[config.mk]
export PLATFORM = sky130hd
export DESIGN_NAME = brk_watch
export DESIGN_NICKNAME = d
export VERILOG_FILES = /design/src/rtl/brk_pkg.sv /design/src/rtl/brk_regs.sv /design/src/rtl/brk_capture.sv /design/src/rtl/brk_match.sv /design/src/rtl/brk_watch.sv
export SDC_FILE = /design/constraint.sdc
export NUM_CORES = 1
export LEC_CHECK = 0
export BUFFER_PORTS_ARGS = -buffer_cell sky130_fd_sc_hd__buf_2
export CAP_MARGIN = 20
export CORE_MARGIN = 1
export CORE_UTILIZATION = 35
export DETAILED_ROUTE_END_ITERATION = 6
export MAX_ROUTING_LAYER = met4
export PLACE_DENSITY_LB_ADDON = 0.08
export SETUP_SLACK_MARGIN = 0.3
export SLEW_MARGIN = 30
export SYNTH_ARGS = -nofsm -noshare
export SYNTH_HDL_FRONTEND = slang
export SYNTH_SLANG_ARGS = --single-unit
[constraint.sdc]
create_clock -name clk -period 1.68 [get_ports clk]
set_input_delay 0.168 -clock clk [delete_from_list [all_inputs] [get_ports clk]]
set_output_delay 0.168 -clock clk [all_outputs]
set_load 0.02 [all_outputs]
[src/rtl/brk_pkg.sv]
package brk_pkg;

  localparam int SEL_W = 2;

  localparam logic [SEL_W-1:0] SEL_CTRL = 2'd0;
  localparam logic [SEL_W-1:0] SEL_STAT = 2'd1;
  localparam logic [SEL_W-1:0] SEL_ADDR = 2'd2;
  localparam logic [SEL_W-1:0] SEL_DATA = 2'd3;

  localparam int CTRL_ARM_BIT = 7;
  localparam int CTRL_CYC_LSB = 5;
  localparam int CTRL_SZ_LSB  = 3;
  localparam int CTRL_DCE_BIT = 2;

  localparam int STAT_FLAG_BIT = 0;
  localparam int STAT_IE_BIT   = 1;

  typedef enum logic [1:0] {
    CYC_FETCH = 2'b00,
    CYC_DRD   = 2'b01,
    CYC_DWR   = 2'b10,
    CYC_DANY  = 2'b11
  } cyc_sel_e;

  typedef enum logic [1:0] {
    SZ_ANY_A = 2'b00,
    SZ_BYTE  = 2'b01,
    SZ_WORD  = 2'b10,
    SZ_ANY_B = 2'b11
  } size_sel_e;

  typedef struct packed {
    logic      armed;
    cyc_sel_e  cyc;
    size_sel_e size;
    logic      dce;
  } ctrl_t;

endpackage

[src/rtl/brk_regs.sv]
module brk_regs
  import brk_pkg::*;
#(
  parameter int ADDR_W = 16,
  parameter int DATA_W = 16,
  localparam int REG_W = (ADDR_W > DATA_W) ? ADDR_W : DATA_W
) (
  input  logic              clk,
  input  logic              rst_n,
  input  logic              reg_wr,
  input  logic [SEL_W-1:0]  reg_sel,
  input  logic [REG_W-1:0]  reg_wdata,
  output logic [REG_W-1:0]  reg_rdata,
  input  logic              hit,
  output ctrl_t             ctrl,
  output logic [ADDR_W-1:0] brk_addr,
  output logic [DATA_W-1:0] brk_data,
  output logic              flag,
  output logic              irq_en
);

  logic wr_ctrl, wr_stat, wr_addr, wr_data;
  logic clr_req;

  always_comb begin
    wr_ctrl = reg_wr && (reg_sel == SEL_CTRL);
    wr_stat = reg_wr && (reg_sel == SEL_STAT);
    wr_addr = reg_wr && (reg_sel == SEL_ADDR);
    wr_data = reg_wr && (reg_sel == SEL_DATA);
    clr_req = wr_stat && !reg_wdata[STAT_FLAG_BIT];
  end

  always_ff @(posedge clk) begin
    if (!rst_n) begin
      ctrl     <= '0;
      brk_addr <= '0;
      irq_en   <= 1'b0;
    end else begin
      if (wr_ctrl) begin
        ctrl.armed <= reg_wdata[CTRL_ARM_BIT];
        ctrl.cyc   <= cyc_sel_e'(reg_wdata[CTRL_CYC_LSB +: 2]);
        ctrl.size  <= size_sel_e'(reg_wdata[CTRL_SZ_LSB +: 2]);
        ctrl.dce   <= reg_wdata[CTRL_DCE_BIT];
      end
      if (wr_addr) brk_addr <= reg_wdata[ADDR_W-1:0];
      if (wr_stat) irq_en <= reg_wdata[STAT_IE_BIT];
    end
  end

  // Break data carries no reset value; software loads it before use.
  always_ff @(posedge clk) begin
    if (wr_data) brk_data <= reg_wdata[DATA_W-1:0];
  end

  // Sticky flag: a new hit outranks a software clear.
  always_ff @(posedge clk) begin
    if (!rst_n)       flag <= 1'b0;
    else if (hit)     flag <= 1'b1;
    else if (clr_req) flag <= 1'b0;
  end

  always_comb begin
    reg_rdata = '0;
    unique case (reg_sel)
      SEL_CTRL: begin
        reg_rdata[CTRL_ARM_BIT]         = ctrl.armed;
        reg_rdata[CTRL_CYC_LSB +: 2]    = ctrl.cyc;
        reg_rdata[CTRL_SZ_LSB +: 2]     = ctrl.size;
        reg_rdata[CTRL_DCE_BIT]         = ctrl.dce;
      end
      SEL_STAT: begin
        reg_rdata[STAT_FLAG_BIT] = flag;
        reg_rdata[STAT_IE_BIT]   = irq_en;
      end
      SEL_ADDR: reg_rdata = REG_W'(brk_addr);
      default:  reg_rdata = REG_W'(brk_data);
    endcase
  end


  sticky_flag_chk: assert property (@(posedge clk) disable iff (!rst_n)
    (flag && !clr_req) |=> flag);


  hit_beats_clear_chk: assert property (@(posedge clk) disable iff (!rst_n)
    hit |=> flag);


  flag_cause_chk: assert property (@(posedge clk) disable iff (!rst_n)
    $rose(flag) |-> $past(hit));

endmodule

[src/rtl/brk_capture.sv]
module brk_capture #(
  parameter int ADDR_W = 16,
  parameter int DATA_W = 16
) (
  input  logic              clk,
  input  logic              rst_n,
  input  logic              mon_valid,
  input  logic [ADDR_W-1:0] mon_addr,
  input  logic [DATA_W-1:0] mon_data,
  input  logic              mon_word,
  input  logic              mon_write,
  input  logic              mon_fetch,
  output logic              cap_valid,
  output logic [ADDR_W-1:0] cap_addr,
  output logic [DATA_W-1:0] cap_data,
  output logic              cap_word,
  output logic              cap_write,
  output logic              cap_fetch
);

  always_ff @(posedge clk) begin
    if (!rst_n) cap_valid <= 1'b0;
    else        cap_valid <= mon_valid;
  end

  // Payload is loaded only on strobed cycles; idle cycles keep the last one.
  always_ff @(posedge clk) begin
    if (mon_valid) begin
      cap_addr  <= mon_addr;
      cap_data  <= mon_data;
      cap_word  <= mon_word;
      cap_write <= mon_write;
      cap_fetch <= mon_fetch;
    end
  end


  valid_follow_chk: assert property (@(posedge clk) disable iff (!rst_n)
    !mon_valid |=> !cap_valid);

endmodule

[src/rtl/brk_match.sv]
module brk_match
  import brk_pkg::*;
#(
  parameter int ADDR_W = 16,
  parameter int DATA_W = 16,
  localparam int LANE_W = DATA_W / 2
) (
  input  logic              clk,
  input  logic              rst_n,
  input  ctrl_t             ctrl,
  input  logic [ADDR_W-1:0] brk_addr,
  input  logic [DATA_W-1:0] brk_data,
  input  logic              cap_valid,
  input  logic [ADDR_W-1:0] cap_addr,
  input  logic [DATA_W-1:0] cap_data,
  input  logic              cap_word,
  input  logic              cap_write,
  input  logic              cap_fetch,
  output logic              hit
);

  logic cyc_ok, size_ok, addr_ok, data_ok;
  logic up_eq, lo_eq;

  always_comb begin
    unique case (ctrl.cyc)
      CYC_FETCH: cyc_ok = cap_fetch;
      CYC_DRD:   cyc_ok = !cap_fetch && !cap_write;
      CYC_DWR:   cyc_ok = !cap_fetch &&  cap_write;
      default:   cyc_ok = !cap_fetch;
    endcase
  end

  always_comb begin
    unique case (ctrl.size)
      SZ_BYTE: size_ok = !cap_word;
      SZ_WORD: size_ok =  cap_word;
      default: size_ok = 1'b1;
    endcase
  end

  // Word accesses are aligned: the low address bit takes no part.
  always_comb begin
    if (cap_word) addr_ok = (cap_addr[ADDR_W-1:1] == brk_addr[ADDR_W-1:1]);
    else          addr_ok = (cap_addr == brk_addr);
  end

  // Lane selection follows the lane the access drives.
  always_comb begin
    up_eq = (cap_data[DATA_W-1:LANE_W] == brk_data[DATA_W-1:LANE_W]);
    lo_eq = (cap_data[LANE_W-1:0]      == brk_data[LANE_W-1:0]);
    if (!ctrl.dce)     data_ok = 1'b1;
    else if (!cap_word) data_ok = up_eq;
    else if (brk_addr[0]) data_ok = lo_eq;
    else               data_ok = up_eq;
  end

  assign hit = cap_valid && ctrl.armed && cyc_ok && size_ok && addr_ok && data_ok;


  hit_gated_chk: assert property (@(posedge clk) disable iff (!rst_n)
    hit |-> (cap_valid && ctrl.armed));


  byte_only_chk: assert property (@(posedge clk) disable iff (!rst_n)
    (hit && ctrl.size == SZ_BYTE) |-> !cap_word);


  fetch_only_chk: assert property (@(posedge clk) disable iff (!rst_n)
    (hit && ctrl.cyc == CYC_FETCH) |-> cap_fetch);

endmodule

[src/rtl/brk_watch.sv]
module brk_watch
  import brk_pkg::*;
#(
  parameter int ADDR_W = 16,
  parameter int DATA_W = 16,
  localparam int REG_W = (ADDR_W > DATA_W) ? ADDR_W : DATA_W
) (
  input  logic              clk,
  input  logic              rst_n,
  input  logic              reg_wr,
  input  logic [SEL_W-1:0]  reg_sel,
  input  logic [REG_W-1:0]  reg_wdata,
  output logic [REG_W-1:0]  reg_rdata,
  input  logic              mon_valid,
  input  logic [ADDR_W-1:0] mon_addr,
  input  logic [DATA_W-1:0] mon_data,
  input  logic              mon_word,
  input  logic              mon_write,
  input  logic              mon_fetch,
  output logic              irq
);

  ctrl_t             ctrl;
  logic [ADDR_W-1:0] brk_addr;
  logic [DATA_W-1:0] brk_data;
  logic              flag, irq_en, hit;
  logic              cap_valid, cap_word, cap_write, cap_fetch;
  logic [ADDR_W-1:0] cap_addr;
  logic [DATA_W-1:0] cap_data;

  brk_regs #(.ADDR_W(ADDR_W), .DATA_W(DATA_W)) u_regs (
    .clk       (clk),
    .rst_n     (rst_n),
    .reg_wr    (reg_wr),
    .reg_sel   (reg_sel),
    .reg_wdata (reg_wdata),
    .reg_rdata (reg_rdata),
    .hit       (hit),
    .ctrl      (ctrl),
    .brk_addr  (brk_addr),
    .brk_data  (brk_data),
    .flag      (flag),
    .irq_en    (irq_en)
  );

  brk_capture #(.ADDR_W(ADDR_W), .DATA_W(DATA_W)) u_cap (
    .clk       (clk),
    .rst_n     (rst_n),
    .mon_valid (mon_valid),
    .mon_addr  (mon_addr),
    .mon_data  (mon_data),
    .mon_word  (mon_word),
    .mon_write (mon_write),
    .mon_fetch (mon_fetch),
    .cap_valid (cap_valid),
    .cap_addr  (cap_addr),
    .cap_data  (cap_data),
    .cap_word  (cap_word),
    .cap_write (cap_write),
    .cap_fetch (cap_fetch)
  );

  brk_match #(.ADDR_W(ADDR_W), .DATA_W(DATA_W)) u_match (
    .clk       (clk),
    .rst_n     (rst_n),
    .ctrl      (ctrl),
    .brk_addr  (brk_addr),
    .brk_data  (brk_data),
    .cap_valid (cap_valid),
    .cap_addr  (cap_addr),
    .cap_data  (cap_data),
    .cap_word  (cap_word),
    .cap_write (cap_write),
    .cap_fetch (cap_fetch),
    .hit       (hit)
  );

  // No global mask enters here: the request is the flag gated by its enable.
  assign irq = flag && irq_en;


  irq_enable_chk: assert property (@(posedge clk) disable iff (!rst_n)
    (irq_en && $rose(flag)) |-> irq);

endmodule

==> results of run 1 <==
[sequential cells by signal (all words and copies together), names as in the netlist]
name             count
u_cap.cap_addr      16
u_cap.cap_data      16
u_cap.cap_fetch      1
u_cap.cap_valid      1
u_cap.cap_word       1
u_cap.cap_write      1
u_regs.brk_addr     16
u_regs.brk_data     16
u_regs.ctrl          6
u_regs.flag          1
u_regs.irq_en        1
[critical path: stages (launching register included)]
cell      delay, ps
edfxtp_1        420
mux2_4          280
a22o_1          210
buf_6           140
[cells in the final DEF, fill, tap and decap left out, types with 4 or more instances in the layout]
| cell type | Yosys | layout |
|---|---|---|
| nand4_1 | 7 | 7 |
| dlygate4sd3_1 | 0 | 34 |
| ha_1 | 5 | 5 |
| dfxtp_1 | 25 | 23 |
| inv_1 | 4 | 4 |
| edfxtp_1 | 51 | 51 |
| a21boi_1 | 23 | 23 |
| mux2_4 | 0 | 8 |
| buf_6 | 0 | 8 |
| a22o_1 | 8 | 8 |
| buf_4 | 2 | 20 |
| xnor2_1 | 24 | 24 |
| buf_2 | 5 | 63 |
| nor2b_1 | 9 | 9 |
| clkbuf_8 | 0 | 9 |
| mux2i_1 | 8 | 8 |
| nand2_1 | 48 | 48 |
| xor2_1 | 9 | 9 |
[metrics by stage]
stage	setup TNS (ps)	std cells	hold slack [ps]	util (%)	power (µW)
2_1_floorplan	0	262	267	-	2420
6_report	0	505	22.9	49.3	3840
3_3_place_gp	-80.8	447	345	41.9	2610
3_5_place_dp	-101	447	346	41.9	2610
5_1_grt	0	505	9.99	49.3	4030
4_1_cts	0	504	7.21	49.1	3890
[cell type report]
| class | count | area [µm²] | area share (%) |
|---|---|---|---|
| Tap cell | 111 | 139 | 3.08 |
| Clock inverter | 3 | 15.0 | 0.333 |
| Multi-Input combinational cell | 172 | 1250 | 27.7 |
| Inverter | 4 | 15.0 | 0.333 |
| Clock buffer | 12 | 135 | 2.99 |
| Timing Repair Buffer | 127 | 923 | 20.5 |
| Sequential cell | 76 | 2030 | 45.1 |
[where the power goes]
part	switching, µW	internal, µW
clock network	639	523
registers	66.7	2110
logic	227	274
[routing by layer]
metal  wire length, µm  share of wire [%]  global-route usage [%]  up-vias
li1                  -                  -                       -     1182
met1              3850                 49                    24.6     1059
met2              3500                 44                    27.2       74
met3               396                5.0                    3.33       13
met4               137                1.7                    7.00        0
met5                 0                  0                       -        -
[timing repair]
| item | in CTS | in global routing |
|---|---|---|
| gates resized for setup | 28 | 5 |
| pin swaps | 5 | 4 |
| cloned | 0 | 0 |
| setup endpoints to repair | 9 | 17 |
| endpoints found under the hold margin | 34 | 0 |
| hold buffers | 34 | 0 |
| buffers inserted | 8 | 1 |
[cell families (layout without fill, tap and decap cells)]
logic type | Yosys count | count (layout) | synth area share, %
adder cells (fa/ha/maj) | 5 | 5 | 1.90
flip-flops | 76 | 76 | 61.8
AO/OA/AOI/OAI | 39 | 39 | 9.09
XOR/XNOR | 33 | 33 | 8.79
multiplexers | 16 | 16 | 5.18
AND/OR/NAND/NOR | 79 | 79 | 11.2
buffers and inverters | 14 | 146 | 2.02
[how the worst max path moves through the flow]
| stage | start | end | slack (ps) | depth (start not counted) |
|---|---|---|---|---|
| 2_1_floorplan | u_regs.ctrl[3]$_SDFFE_PN0P_ | u_regs.flag$_SDFFE_PN0P_ | 370 | 7 |
| 3_3_place_gp | u_regs.ctrl[3]$_SDFFE_PN0P_ | u_regs.flag$_SDFFE_PN0P_ | -80 | 5 |
| 3_5_place_dp | u_regs.ctrl[3]$_SDFFE_PN0P_ | u_regs.flag$_SDFFE_PN0P_ | -100 | 5 |
| 4_1_cts | u_regs.brk_data[6]$_DFFE_PP_ | reg_rdata[6] | 140 | 3 |
| 5_1_grt | u_regs.brk_data[3]$_DFFE_PP_ | reg_rdata[3] | 70 | 3 |
| 6_report | u_regs.brk_data[3]$_DFFE_PP_ | reg_rdata[3] | 130 | 3 |
==> flow_metrics.py, run 1 <==
metrics = {
    "status": {
        "status": "finished clean",
    },
    "sta": {
        "worst_pin_slew_ps": 513,
        "rsz0062_at_grt": "yes",
        "min_period_ps": 1550,
        "final-max-slew-violation-count": 0,
        "maxSlewHeadroom_pct": 65.5,
        "period_share_pct": 92.6,
        "fin_worst_skew_ps": 5.07,
        "fin_ws_ps": 125,
        "clock.fmax_mhz": 643,
        "setup_viol": 0,
        "finalHoldViolations": 0,
    },
    "cells_and_area": {
        "nFillCells": 860,
        "design_area_um2": 4510,
        "area_growth_pct": 37.3,
        "final_nets": 452,
        "drive_gt1_share_pct": 30.7,
        "num_antenna_cells": 0,
    },
    "synthesis": {
        "synthTopCellsByCount": "51 x edfxtp_1, 48 x nand2_1, 25 x dfxtp_1",
        "synth_top_flop_cell": "edfxtp_1",
        "yosys.area.top_type": "edfxtp_1",
        "synthCells": 262,
        "synth_top_area_share_pct": 46.6,
        "synth.area.top_cells": "edfxtp_1 47%, dfxtp_1 15%, xnor2_1 6.4%",
        "synthArstFlopShare_pct": 0,
        "syn_avg_cell_area_um2": 12.6,
        "syn_area_um2": 3290,
        "synth_edf_count": 51,
        "yosysWarnings": 0,
        "ys_types": 30,
        "synthMostInstantiatedCell": "edfxtp_1",
        "syn_nets": 324,
        "synth_seq_cells": 76,
        "seq_area_frac_synth_pct": 61.8,
    },
    "global_route": {
        "grt_start_max_net_pins": 37,
        "antenna_found_initial": 0,
        "grt_pass1_vias": 2379,
        "grt.total_usage_pct": 18.2,
        "grt_pass1_wl_mm": 12.9,
        "grt.overflow.total": 0,
    },
    "die": {
        "start_util_pct": 35.9,
        "std_cell_rows": 35,
        "core_area_um2": 9150,
        "fp.dieW_um": 98.9,
        "ioPinCount": 74,
        "die_h_um": 98.9,
        "fp.dieArea_um2": 9790,
    },
    "placement": {
        "place_congestion": 0.752,
        "placed_area_um2": 3840,
        "port_buffers": 73,
        "dpl.hpwl_mm": 5.52,
        "place_ws_ps": -101,
    },
    "clock_tree": {
        "cts_tree": "yes",
        "clk_latency_ps": 340,
        "h-tree-depth": 3,
        "clk_pin_slew_ps": 70,
        "cts_buffer_depth": 2,
        "cts.sinks": 76,
        "cts_root_buf": "clkbuf_8",
        "cts_buffers": 9,
    },
    "pwr": {
        "ir_drop_v": 0.000342,
        "leakage_uw": 0.00178,
        "power.density_nw_per_um2": 851,
    },
    "routing": {
        "ant_nets": 0,
        "drt_iter0_drc": 66,
        "wire_per_inst_um": 15.6,
        "wirelength_mm": 7.89,
        "drc": 0,
        "firstDrtPassIters": 4,
        "via_per_inst": 4.61,
        "vias": 2328,
    },
    "run": {
        "maxCapViolCount": 0,
    },
    "setup_path": {
        "reg2reg_slack_ps": 180,
        "cp-end-kind": "output port",
        "r2r-end": "u_regs.flag$_SDFFE_PN0P_",
        "required_ps": 1510,
        "rr_startpoint": "u_regs.ctrl[4]$_SDFFE_PN0P_",
        "startpoint_type": "register",
        "r2r_cells": 5,
        "cp.arrival_ps": 1390,
        "crit_type": "reg -> out",
        "worstPathMaxFanout": 2,
    },
    "min_path": {
        "min_to": "u_regs.brk_data[14]$_DFFE_PP_",
        "hp-start": "reg_wdata[14]",
        "hold_path.class": "in -> reg",
        "min_path_cells": 1,
    },
}
(Power assumes the default switching activity.)
==> run 2, diff against run 1 <==
--- a/config.mk
+++ b/config.mk
@@ -12,6 +12,7 @@
 export DETAILED_ROUTE_END_ITERATION = 6
 export MAX_ROUTING_LAYER = met4
 export PLACE_DENSITY_LB_ADDON = 0.08
+export REMOVE_ABC_BUFFERS = 1
 export SETUP_SLACK_MARGIN = 0.3
 export SLEW_MARGIN = 30
 export SYNTH_ARGS = -nofsm -noshare
==> flow_metrics.py, run 2 (synthesized netlist as in run 1, its figures left out) <==
metrics = {
    "cells_and_area": {
        "post-route-util_pct": 50.5,
        "drive_gt1_share_pct": 30.6,
        "final-instance-count-excl-fill": 513,
        "final_nets": 459,
        "num_antenna_cells": 0,
        "area_growth_pct": 40.6,
        "final_common_cell": "buf_2",
        "mostFrequentLayoutCells": "63 x buf_2, 51 x edfxtp_1, 48 x nand2_1, 43 x dlygate4sd3_1, 24 x xnor2_1",
    },
    "sta": {
        "final-max-slew-violation-count": 0,
        "min_period_ps": 1540,
        "clock.fmax_mhz": 649,
        "fin_ws_ps": 140,
        "worst_pin_slew_ps": 774,
        "rsz0062_at_grt": "yes",
        "whs_ps": 31.6,
        "maxSlewHeadroom_pct": 48.4,
        "period_share_pct": 91.7,
        "setup_viol": 0,
        "fin_worst_skew_ps": 11.1,
        "finalHoldViolations": 0,
    },
    "clock_tree": {
        "cts.sinks": 76,
        "cts_buffer_depth": 2,
        "h-tree-depth": 3,
        "cts_tree": "yes",
        "cts_root_buf": "clkbuf_8",
        "clk_latency_ps": 350,
        "cts_buffers": 9,
        "clk_pin_slew_ps": 80,
    },
    "routing": {
        "drt_iter0_drc": 74,
        "ant_nets": 0,
        "wirelength_mm": 7.95,
        "firstDrtPassIters": 4,
        "vias": 2390,
        "via_per_inst": 4.66,
        "wire_per_inst_um": 15.5,
        "drc": 0,
    },
    "pwr": {
        "power_uw": 3980,
        "power.density_nw_per_um2": 860,
        "ir_drop_v": 0.000380,
        "leakage_uw": 0.00180,
    },
    "global_route": {
        "grt_pass1_vias": 2410,
        "grt_start_max_net_pins": 22,
        "antenna_found_initial": 0,
        "grt.overflow.total": 0,
        "grt.total_usage_pct": 17.9,
        "grt_pass1_wl_mm": 12.5,
    },
    "placement": {
        "dp.cells": 446,
        "place_congestion": 0.731,
        "dpl.hpwl_mm": 5.57,
        "place_ws_ps": -111,
        "port_buffers": 73,
    },
    "setup_path": {
        "rr_startpoint": "u_regs.brk_data[6]$_DFFE_PP_",
        "crit_type": "reg -> out",
        "cpMaxStageDelayCell": "edfxtp_1",
        "required_ps": 1510,
        "r2r_cells": 6,
        "r2r-end": "u_regs.flag$_SDFFE_PN0P_",
        "cp.arrival_ps": 1370,
        "startpoint_type": "register",
        "cpPeakStageDelay_ps": 420,
        "reg2reg_slack_ps": 150,
        "crit_chain": "mux2_4 -> a22o_1 -> buf_6",
        "worstPathMaxFanout": 2,
        "cp-end-kind": "output port",
    },
    "run": {
        "maxCapViolCount": 0,
    },
    "die": {
        "ioPinCount": 74,
        "start_util_pct": 35.9,
        "std_cell_rows": 35,
        "fp.dieArea_um2": 9790,
        "core_area_um2": 9150,
        "die_h_um": 98.9,
        "fp.dieW_um": 98.9,
    },
    "status": {
        "status": "finished clean",
    },
    "min_path": {
        "hold_path.class": "in -> reg",
        "min_path_cells": 1,
        "min_to": "u_regs.brk_data[2]$_DFFE_PP_",
        "hp-start": "reg_wdata[2]",
    },
}
run 2: worst max-delay path by stage:
stage / from / to / slack, ps / cells after the start
floorplan: u_regs.ctrl[3]$_SDFFE_PN0P_ / u_regs.flag$_SDFFE_PN0P_ / 370 / 7
global placement: u_regs.ctrl[4]$_SDFFE_PN0P_ / u_regs.flag$_SDFFE_PN0P_ / -120 / 5
detailed placement: u_regs.ctrl[4]$_SDFFE_PN0P_ / u_regs.flag$_SDFFE_PN0P_ / -110 / 5
CTS: u_regs.brk_data[6]$_DFFE_PP_ / reg_rdata[6] / 90 / 3
global route: u_regs.brk_data[6]$_DFFE_PP_ / reg_rdata[6] / 70 / 3
finish: u_regs.brk_data[6]$_DFFE_PP_ / reg_rdata[6] / 140 / 3
run 2: through the flow:
| stage | area (µm²) | TNS (ps) |
|---|---|---|
| floorplan | 3240 | 0 |
| global placement | 3830 | -121 |
| detailed placement | 3830 | -111 |
| CTS | 4520 | 0 |
| global route | 4620 | 0 |
| finish | 4620 | 0 |
run 2: routing by layer:
metal  share of wire (%)  GRT usage (%)  up-vias
met3                 3.8           4.75        7
met2                  47           27.4       63
met1                  49           22.8     1118
met4                 1.1           6.20        0
met5                   0              -        -
li1                    -              -     1202
run 2: worst max-delay path, delay by kind of cell, from the launching register on:
family	cells	cell delay (ps)
AO/OA/AOI/OAI	1	200
buffers and inverters	1	130
flip-flops	1	420
multiplexers	1	270
run 2: what timing repair did:
item | in CTS | in global routing
hold buffers | 40 | 3
pin swaps | 1 | 2
endpoints found under the setup margin | 9 | 17
resized for setup | 16 | 18
buffers inserted | 7 | 1
endpoints found under the hold margin | 40 | 3
run 2: cell type report:
class | count | area, µm²
multi-input combinational | 172 | 1250
fill | 834 | 4530
clock inverter | 7 | 57.6
tap | 111 | 139
timing repair buffer | 134 | 998
inverter | 4 | 15.0
sequential | 76 | 2040
clock buffer | 9 | 124
run 2: report_power, final:
part | internal, µW | switching (µW)
clock | 554 | 733
sequential | 2110 | 61.4
combinational | 285 | 234
total | 2950 | 1030
